### src/rtl/mbr_pkg.sv
package mbr_pkg;
  localparam int MODE_W = 5;
  localparam int BANKS  = 6;
  localparam int BANK_W = 3;

  localparam logic [MODE_W-1:0] MODE_USR = 5'h10;
  localparam logic [MODE_W-1:0] MODE_FIQ = 5'h11;
  localparam logic [MODE_W-1:0] MODE_IRQ = 5'h12;
  localparam logic [MODE_W-1:0] MODE_SVC = 5'h13;
  localparam logic [MODE_W-1:0] MODE_ABT = 5'h17;
  localparam logic [MODE_W-1:0] MODE_UND = 5'h1B;
  localparam logic [MODE_W-1:0] MODE_SYS = 5'h1F;

  typedef struct packed {
    logic              ok;
    logic [BANK_W-1:0] bank;
  } bank_sel_t;

  // Maps a mode code to its bank; ok is low for codes outside the legal set.
  function automatic bank_sel_t mode_to_bank(input logic [MODE_W-1:0] m);
    bank_sel_t r;
    r.ok = 1'b1;
    case (m)
      MODE_USR, MODE_SYS: r.bank = 3'd0;
      MODE_SVC:           r.bank = 3'd1;
      MODE_ABT:           r.bank = 3'd2;
      MODE_UND:           r.bank = 3'd3;
      MODE_IRQ:           r.bank = 3'd4;
      MODE_FIQ:           r.bank = 3'd5;
      default: begin
        r.ok   = 1'b0;
        r.bank = 3'd0;
      end
    endcase
    return r;
  endfunction
endpackage

### src/rtl/mbr_mode_ctrl.sv
module mbr_mode_ctrl
  import mbr_pkg::*;
(
  input  logic              clk,
  input  logic              rst_n,
  input  logic              req_v,
  input  logic [MODE_W-1:0] req_mode,
  output logic [MODE_W-1:0] cur_mode,
  output logic [BANK_W-1:0] cur_bank,
  output logic              in_fiq,
  output logic              err,
  output logic              sw_evt,
  output logic              bad_evt
);
  logic [MODE_W-1:0] cur_q;
  logic              err_q;
  bank_sel_t         req_sel;
  bank_sel_t         cur_sel;

  always_comb begin
    req_sel = mode_to_bank(req_mode);
    cur_sel = mode_to_bank(cur_q);
    sw_evt  = req_v && req_sel.ok && (req_mode != cur_q);
    bad_evt = req_v && !req_sel.ok;
  end

  always_ff @(posedge clk or negedge rst_n) begin
    if (!rst_n) begin
      cur_q <= MODE_SVC;
      err_q <= 1'b0;
    end else begin
      err_q <= bad_evt;
      if (sw_evt) cur_q <= req_mode;
    end
  end

  assign cur_mode = cur_q;
  assign cur_bank = cur_sel.bank;
  assign in_fiq   = (cur_q == MODE_FIQ);
  assign err      = err_q;
endmodule

### src/rtl/mbr_bank_store.sv
module mbr_bank_store
  import mbr_pkg::*;
#(
  parameter int DATA_W = 32
) (
  input  logic              clk,
  input  logic              rst_n,
  input  logic [BANK_W-1:0] bank,
  input  logic              we_sp,
  input  logic              we_lr,
  input  logic              we_psr,
  input  logic [DATA_W-1:0] wdata,
  input  logic [DATA_W-1:0] psr_wdata,
  output logic [DATA_W-1:0] sp,
  output logic [DATA_W-1:0] lr,
  output logic [DATA_W-1:0] psr
);
  logic [DATA_W-1:0] sp_q  [BANKS];
  logic [DATA_W-1:0] lr_q  [BANKS];
  logic [DATA_W-1:0] psr_q [BANKS];

  for (genvar b = 0; b < BANKS; b++) begin : g_bank
    logic hit;
    assign hit = (bank == BANK_W'(b));
    always_ff @(posedge clk or negedge rst_n) begin
      if (!rst_n) begin
        sp_q[b]  <= '0;
        lr_q[b]  <= '0;
        psr_q[b] <= '0;
      end else if (hit) begin
        if (we_sp)  sp_q[b]  <= wdata;
        if (we_lr)  lr_q[b]  <= wdata;
        if (we_psr) psr_q[b] <= psr_wdata;
      end
    end
  end

  assign sp  = sp_q[bank];
  assign lr  = lr_q[bank];
  assign psr = psr_q[bank];
endmodule

### src/rtl/mbr_gpr_store.sv
module mbr_gpr_store #(
  parameter int DATA_W   = 32,
  parameter int NUM_REGS = 16,
  parameter int FIQ_LO   = 8,
  parameter int FIQ_N    = 5,
  localparam int AW      = $clog2(NUM_REGS),
  localparam int FW      = $clog2(FIQ_N)
) (
  input  logic              clk,
  input  logic              rst_n,
  input  logic              in_fiq,
  input  logic              wr_en,
  input  logic [AW-1:0]     wr_addr,
  input  logic [DATA_W-1:0] wr_data,
  input  logic [AW-1:0]     rd_addr,
  output logic [DATA_W-1:0] rd_data
);
  logic [DATA_W-1:0] main_q [NUM_REGS];
  logic [DATA_W-1:0] fiq_q  [FIQ_N];

  function automatic logic in_window(input logic [AW-1:0] a);
    return (32'(a) >= FIQ_LO) && (32'(a) < FIQ_LO + FIQ_N);
  endfunction

  for (genvar i = 0; i < NUM_REGS; i++) begin : g_main
    localparam bit SHADOWED = (i >= FIQ_LO) && (i < FIQ_LO + FIQ_N);
    logic we;
    assign we = wr_en && (wr_addr == AW'(i)) && !(SHADOWED && in_fiq);
    always_ff @(posedge clk or negedge rst_n) begin
      if (!rst_n)  main_q[i] <= '0;
      else if (we) main_q[i] <= wr_data;
    end
  end

  for (genvar j = 0; j < FIQ_N; j++) begin : g_fiq
    logic we;
    assign we = wr_en && in_fiq && (wr_addr == AW'(FIQ_LO + j));
    always_ff @(posedge clk or negedge rst_n) begin
      if (!rst_n)  fiq_q[j] <= '0;
      else if (we) fiq_q[j] <= wr_data;
    end
  end

  always_comb begin
    if (in_fiq && in_window(rd_addr))
      rd_data = fiq_q[FW'(rd_addr - AW'(FIQ_LO))];
    else
      rd_data = main_q[rd_addr];
  end
endmodule

### src/rtl/mode_bank_regfile.sv
module mode_bank_regfile
  import mbr_pkg::*;
#(
  parameter int DATA_W   = 32,
  parameter int NUM_REGS = 16,
  parameter int FIQ_LO   = 8,
  parameter int FIQ_N    = 5,
  parameter int SP_IDX   = 13,
  parameter int LR_IDX   = 14,
  localparam int AW      = $clog2(NUM_REGS)
) (
  input  logic              clk,
  input  logic              rst_n,
  input  logic              wr_en,
  input  logic [AW-1:0]     wr_addr,
  input  logic [DATA_W-1:0] wr_data,
  input  logic [AW-1:0]     rd_addr,
  output logic [DATA_W-1:0] rd_data,
  input  logic              psr_wr_en,
  input  logic [DATA_W-1:0] psr_wr_data,
  output logic [DATA_W-1:0] psr_rd_data,
  input  logic              mode_req_v,
  input  logic [MODE_W-1:0] mode_req,
  output logic [MODE_W-1:0] cur_mode,
  output logic              mode_err
);
  logic [BANK_W-1:0] cur_bank;
  logic              in_fiq;
  logic              sw_evt;
  logic              bad_evt;
  logic              hit_sp, hit_lr;
  logic [DATA_W-1:0] sp_val, lr_val, gpr_val;

  assign hit_sp = wr_en && (wr_addr == AW'(SP_IDX));
  assign hit_lr = wr_en && (wr_addr == AW'(LR_IDX));

  mbr_mode_ctrl u_ctrl (
    .clk      (clk),
    .rst_n    (rst_n),
    .req_v    (mode_req_v),
    .req_mode (mode_req),
    .cur_mode (cur_mode),
    .cur_bank (cur_bank),
    .in_fiq   (in_fiq),
    .err      (mode_err),
    .sw_evt   (sw_evt),
    .bad_evt  (bad_evt)
  );

  mbr_bank_store #(.DATA_W(DATA_W)) u_banks (
    .clk       (clk),
    .rst_n     (rst_n),
    .bank      (cur_bank),
    .we_sp     (hit_sp),
    .we_lr     (hit_lr),
    .we_psr    (psr_wr_en),
    .wdata     (wr_data),
    .psr_wdata (psr_wr_data),
    .sp        (sp_val),
    .lr        (lr_val),
    .psr       (psr_rd_data)
  );

  mbr_gpr_store #(
    .DATA_W   (DATA_W),
    .NUM_REGS (NUM_REGS),
    .FIQ_LO   (FIQ_LO),
    .FIQ_N    (FIQ_N)
  ) u_gpr (
    .clk     (clk),
    .rst_n   (rst_n),
    .in_fiq  (in_fiq),
    .wr_en   (wr_en && !hit_sp && !hit_lr),
    .wr_addr (wr_addr),
    .wr_data (wr_data),
    .rd_addr (rd_addr),
    .rd_data (gpr_val)
  );

  always_comb begin
    if (rd_addr == AW'(SP_IDX))      rd_data = sp_val;
    else if (rd_addr == AW'(LR_IDX)) rd_data = lr_val;
    else                             rd_data = gpr_val;
  end
endmodule

### config.mk
export PLATFORM = sky130hd
export DESIGN_NAME = mode_bank_regfile
export DESIGN_NICKNAME = d
export VERILOG_FILES = /design/src/rtl/mbr_pkg.sv /design/src/rtl/mbr_mode_ctrl.sv /design/src/rtl/mbr_bank_store.sv /design/src/rtl/mbr_gpr_store.sv /design/src/rtl/mode_bank_regfile.sv
export SDC_FILE = /design/constraint.sdc
export NUM_CORES = 2
export LEC_CHECK = 0
export BUFFER_PORTS_ARGS = -buffer_cell sky130_fd_sc_hd__clkbuf_2
export CORE_ASPECT_RATIO = 1.4
export CORE_MARGIN = 2
export CORE_UTILIZATION = 63
export CTS_CLUSTER_DIAMETER = 80
export DETAILED_ROUTE_END_ITERATION = 10
export MAX_ROUTING_LAYER = met4
export PLACE_DENSITY = 0.84
export SETUP_SLACK_MARGIN = 0.3
export SLEW_MARGIN = 10
export SYNTH_ARGS = -nofsm -noshare
export SYNTH_HDL_FRONTEND = slang
export SYNTH_SLANG_ARGS = --single-unit
### constraint.sdc
create_clock -name clk -period 4.3 [get_ports clk]
set_input_delay 0.86 -clock clk [delete_from_list [all_inputs] [get_ports clk]]
set_output_delay 0.86 -clock clk [all_outputs]
set_load 0.05 [all_outputs]
==> impl_metrics.py <==
metrics = {
    "sta": {
        "finalHoldViolCount": 0,
        "setup_slack_ns": 0.09714,
        "finalMaxSlewViolations": 0,
        "hold_ws_ns": 0.1835,
        "fin_crit_ns": 4.203,
        "post-route-period-util_pct": 97.74,
        "fmax_mhz": 237.9,
        "report.final.setup_viol": 0,
        "max-slew-margin-rel_pct": 26.13,
        "rsz0062_at_grt": "true",
        "timing.setup.tns_ns": 0,
        "fin_worst_skew_ns": 0.02783,
        "tightestPinTransition_ns": 1.108,
    },
    "synthesis": {
        "yosysTopAreaCellShare_pct": 56.37,
        "netlist_area_um2": 55490,
        "synth-async-reset-ratio_pct": 100.0,
        "yosys_most_used_dff": "dfrtp_1",
        "synth_area_leader_cell": "dfrtp_1",
        "synth.distinct_cells": 53,
        "synth_compound_area_share_pct": 6.467,
        "synth_top_family_by_area": "multiplexers",
        "syn_area_per_cell_um2": 14.63,
        "synth_nets": 3875,
        "muxShareOfSynthArea_pct": 31.33,
        "syn_inst": 3793,
        "synth-xor-area-share_pct": 0.01578,
        "ys_warn_count": 0,
        "synthTopCellsByArea": "dfrtp_1 56%, mux2_2 23%, mux4_2 6.0%, clkbuf_1 1.5%, a221o_1 1.4%",
        "synthSimpleGateAreaFrac_pct": 2.345,
        "ys_seq_area_share_pct": 56.51,
        "synth-seq-cells": 1253,
        "synth_edf_count": 0,
        "synth_fa_ha_area_share_pct": 0.01804,
    },
    "setup_path": {
        "endpoint_kind": "output pin",
        "crit_path_top_delay_cell": "dfstp_2",
        "r2r-start": "u_ctrl.cur_mode[0]",
        "critical_path.cell_chain": "buf_4, nand2b_4, nor3_4, buf_6, buf_12, buf_6, buf_4, a221o_1, o21ai_1, nor3_2, clkbuf_16",
        "cp_data_required_time_ns": 3.44,
        "reg2reg_to": "u_gpr.fiq_q[56]",
        "reg2reg_depth": 9,
        "cp.arrival_ns": 3.34,
        "worst_setup_path_start_kind": "flop",
        "cp-startpoint": "u_ctrl.cur_mode[1]",
        "cp-endpoint": "rd_data[11]",
        "cp_slowest_stage_delay_ns": 0.65,
        "critPathMaxFanout": 9,
        "worstSetupPathType": "reg2out",
        "r2r_slack_ns": 0.83,
    },
    "detailed_routing": {
        "wirelength_met1_um": 55510,
        "met2WireLength_um": 75800,
        "top_layer": "met4",
        "wl_per_cell_um": 29.22,
        "avgViaCountPerCell": 6.931,
        "routed-wl-met3_um": 10530,
        "drtPass1Iterations": 9,
        "drt_iter0_markers": 4036,
        "drtAntennaViolNets": 0,
        "route.detailed.drc": 0,
        "drt-total-wl_um": 149900,
        "vias": 35565,
    },
    "placed_design": {
        "port_buffers": 151,
        "place_congestion": 0.8378,
        "pre_cts_ws_ns": 0.1760,
        "hpwl_um": 87410,
        "placed_area_um2": 58510,
    },
    "clock_network": {
        "clkTransAtPathRegs_ns": 0.06,
        "numCtsBuffers": 111,
        "cts_sinks": 1253,
        "cts_buffer_depth": 3,
        "clk_latency_ns": 0.70,
        "hold_buffers": 0,
        "cts_root_buffer": "clkbuf_16",
        "cts_tree": "yes",
        "htreeDepth": 3,
    },
    "floorplanning": {
        "die_area_um2": 90500,
        "rows": 128,
        "die_w_um": 254.8,
        "fp.dieH_um": 355.2,
        "boundaryPins": 152,
        "start_util_pct": 63.69,
        "fp.coreArea_um2": 87120,
    },
    "grt": {
        "grt_use_total_pct": 33.76,
        "grt_max_degree": 131,
        "grt_pass1_wl_um": 225800,
        "antenna_found_initial": 4,
        "grt_pass1_vias": 38103,
        "gr-total-overflow": 0,
    },
    "power": {
        "powerDensity_nw_per_um2": 528.1,
        "sw_frac_of_total_pct": 29.31,
        "p_comb_share_pct": 23.7,
        "power_frac_clock_pct": 29.1,
        "leakagePower_nw": 28.84,
        "internal_power_mw": 23.67,
        "p_sw_mw": 9.813,
        "seq_power_share_pct": 47.2,
        "ir_worst_vdd_mv": 0.3303,
    },
    "finish": {
        "utilization_pct": 72.76,
        "drive_gt1_share_pct": 50.40,
        "final_cell_area_um2": 63390,
        "area_growth_pct": 14.25,
        "nets": 3960,
        "n_fill_cell": 5092,
    },
    "run": {
        "maxCapViolCount": 0,
    },
    "run_status": {
        "outcome": "finished, final reports clean",
    },
    "min_path": {
        "hp-class": "in2async",
    },
}
cell type report:
class / count / area, um2 / share of cell area, %
Multi-Input combinational cell: 2108 / 22950 / 36.20
Clock inverter: 21 / 168.9 / 0.2664
Clock buffer: 170 / 3334 / 5.260
Inverter: 4 / 20.02 / 0.03158
Sequential cell: 1253 / 31360 / 49.47
Tap cell: 1170 / 1464 / 2.309
Antenna cell: 5 / 12.51 / 0.01974
Timing Repair Buffer: 400 / 4089 / 6.450
Yosys cell counts (all sizes together) (2+ instances only):
cell type / count
clkbuf: 224
o22a: 10
or3: 15
nor3: 25
dfrtp: 1250
inv: 4
a221oi: 31
buf: 205
and2: 14
mux2i: 64
a21boi: 22
or2: 2
o221a: 9
mux2: 1189
o21ai: 22
nand4: 10
a31oi: 2
nor2b: 7
a21oi: 83
and3: 18
dfstp: 3
o221ai: 22
a22o: 22
nor3b: 3
nand2: 77
a22oi: 33
nand3b: 2
a211oi: 34
a221o: 77
nand2b: 7
nand3: 26
nor2: 49
mux4: 149
a222oi: 74
flip-flops by register name (all words and copies together), names as in the netlist:
name,flops
u_ctrl.err,1
u_banks.sp_q,192
u_gpr.main_q,511
u_gpr.fiq_q,160
u_banks.psr_q,192
u_ctrl.cur_mode,5
u_banks.lr_q,192
cell usage in the layout, fill, tap and decap left out, types with 11 or more instances in the layout:
master	n
mux2i_1	63
nand3_1	20
clkbuf_1	30
buf_12	71
buf_4	167
a22o_1	22
clkbuf_16	124
clkbuf_2	108
mux2_2	1155
dfrtp_1	1249
a222oi_1	74
o21ai_0	11
mux2_1	34
a221oi_1	25
nor3_2	17
clkbuf_8	26
a21boi_0	15
buf_6	23
nor2_1	36
and2_1	12
a211oi_1	20
nor2_4	13
nand2_1	70
clkinv_2	15
o221ai_1	15
a22oi_1	32
a211oi_2	14
a21oi_1	71
and3_1	15
a221o_1	77
mux4_2	149
power groups by stage:
stage               Clock [mW]  Sequential, mW  Combinational, mW
global route              10.3            16.0               8.34
global placement             0            15.7               7.07
floorplan                    0            15.4               5.21
detailed placement           0            15.9               7.30
finish                    9.74            15.8               7.92
CTS                       9.78            15.7               7.66
cell families after synthesis:
group	after synthesis
buffers and inverters	433
AO/OA/AOI/OAI	444
AND/OR/NAND/NOR	259
flip-flops	1253
adder cells (fa/ha/maj)	1
multiplexers	1402
XOR/XNOR	1
routing by layer:
layer	track usage, %	vias up
met1	40.41	18984
met5	-	-
met3	5.566	513
met2	55.30	1760
met4	17.45	0
li1	-	14308
worst max-delay path: cells and delay by family, from the launching register on:
kind            cells  cell delay [ns]
buf+inv             6             1.01
simple gates        3             0.62
compound gates      2             0.35
flops               1             0.65
through the flow:
step	power [mW]	instances
after floorplan	20.62	3793
after global placement	22.73	4872
after detailed placement	23.16	4872
after CTS	33.12	5103
after global routing	34.66	5130
final	33.48	5131
worst min path at each step:
stage | to | slack, ns | cells past startpoint
after floorplan | u_gpr.main_q[32] | 0.42 | 1
after global placement | u_gpr.main_q[35] | 0.36 | 0
after detailed placement | u_gpr.main_q[38] | 0.36 | 0
after CTS | u_gpr.main_q[132] | 0.23 | 1
after global routing | u_gpr.main_q[263] | 0.25 | 1
final | u_gpr.main_q[263] | 0.18 | 1
repair_timing:
item	in CTS	in global routing
setup buffers	34	17
gates resized for setup	69	75
pin swaps	10	17
setup endpoints to repair	64	64
cloned	6	6
(Power assumes the default switching activity.)
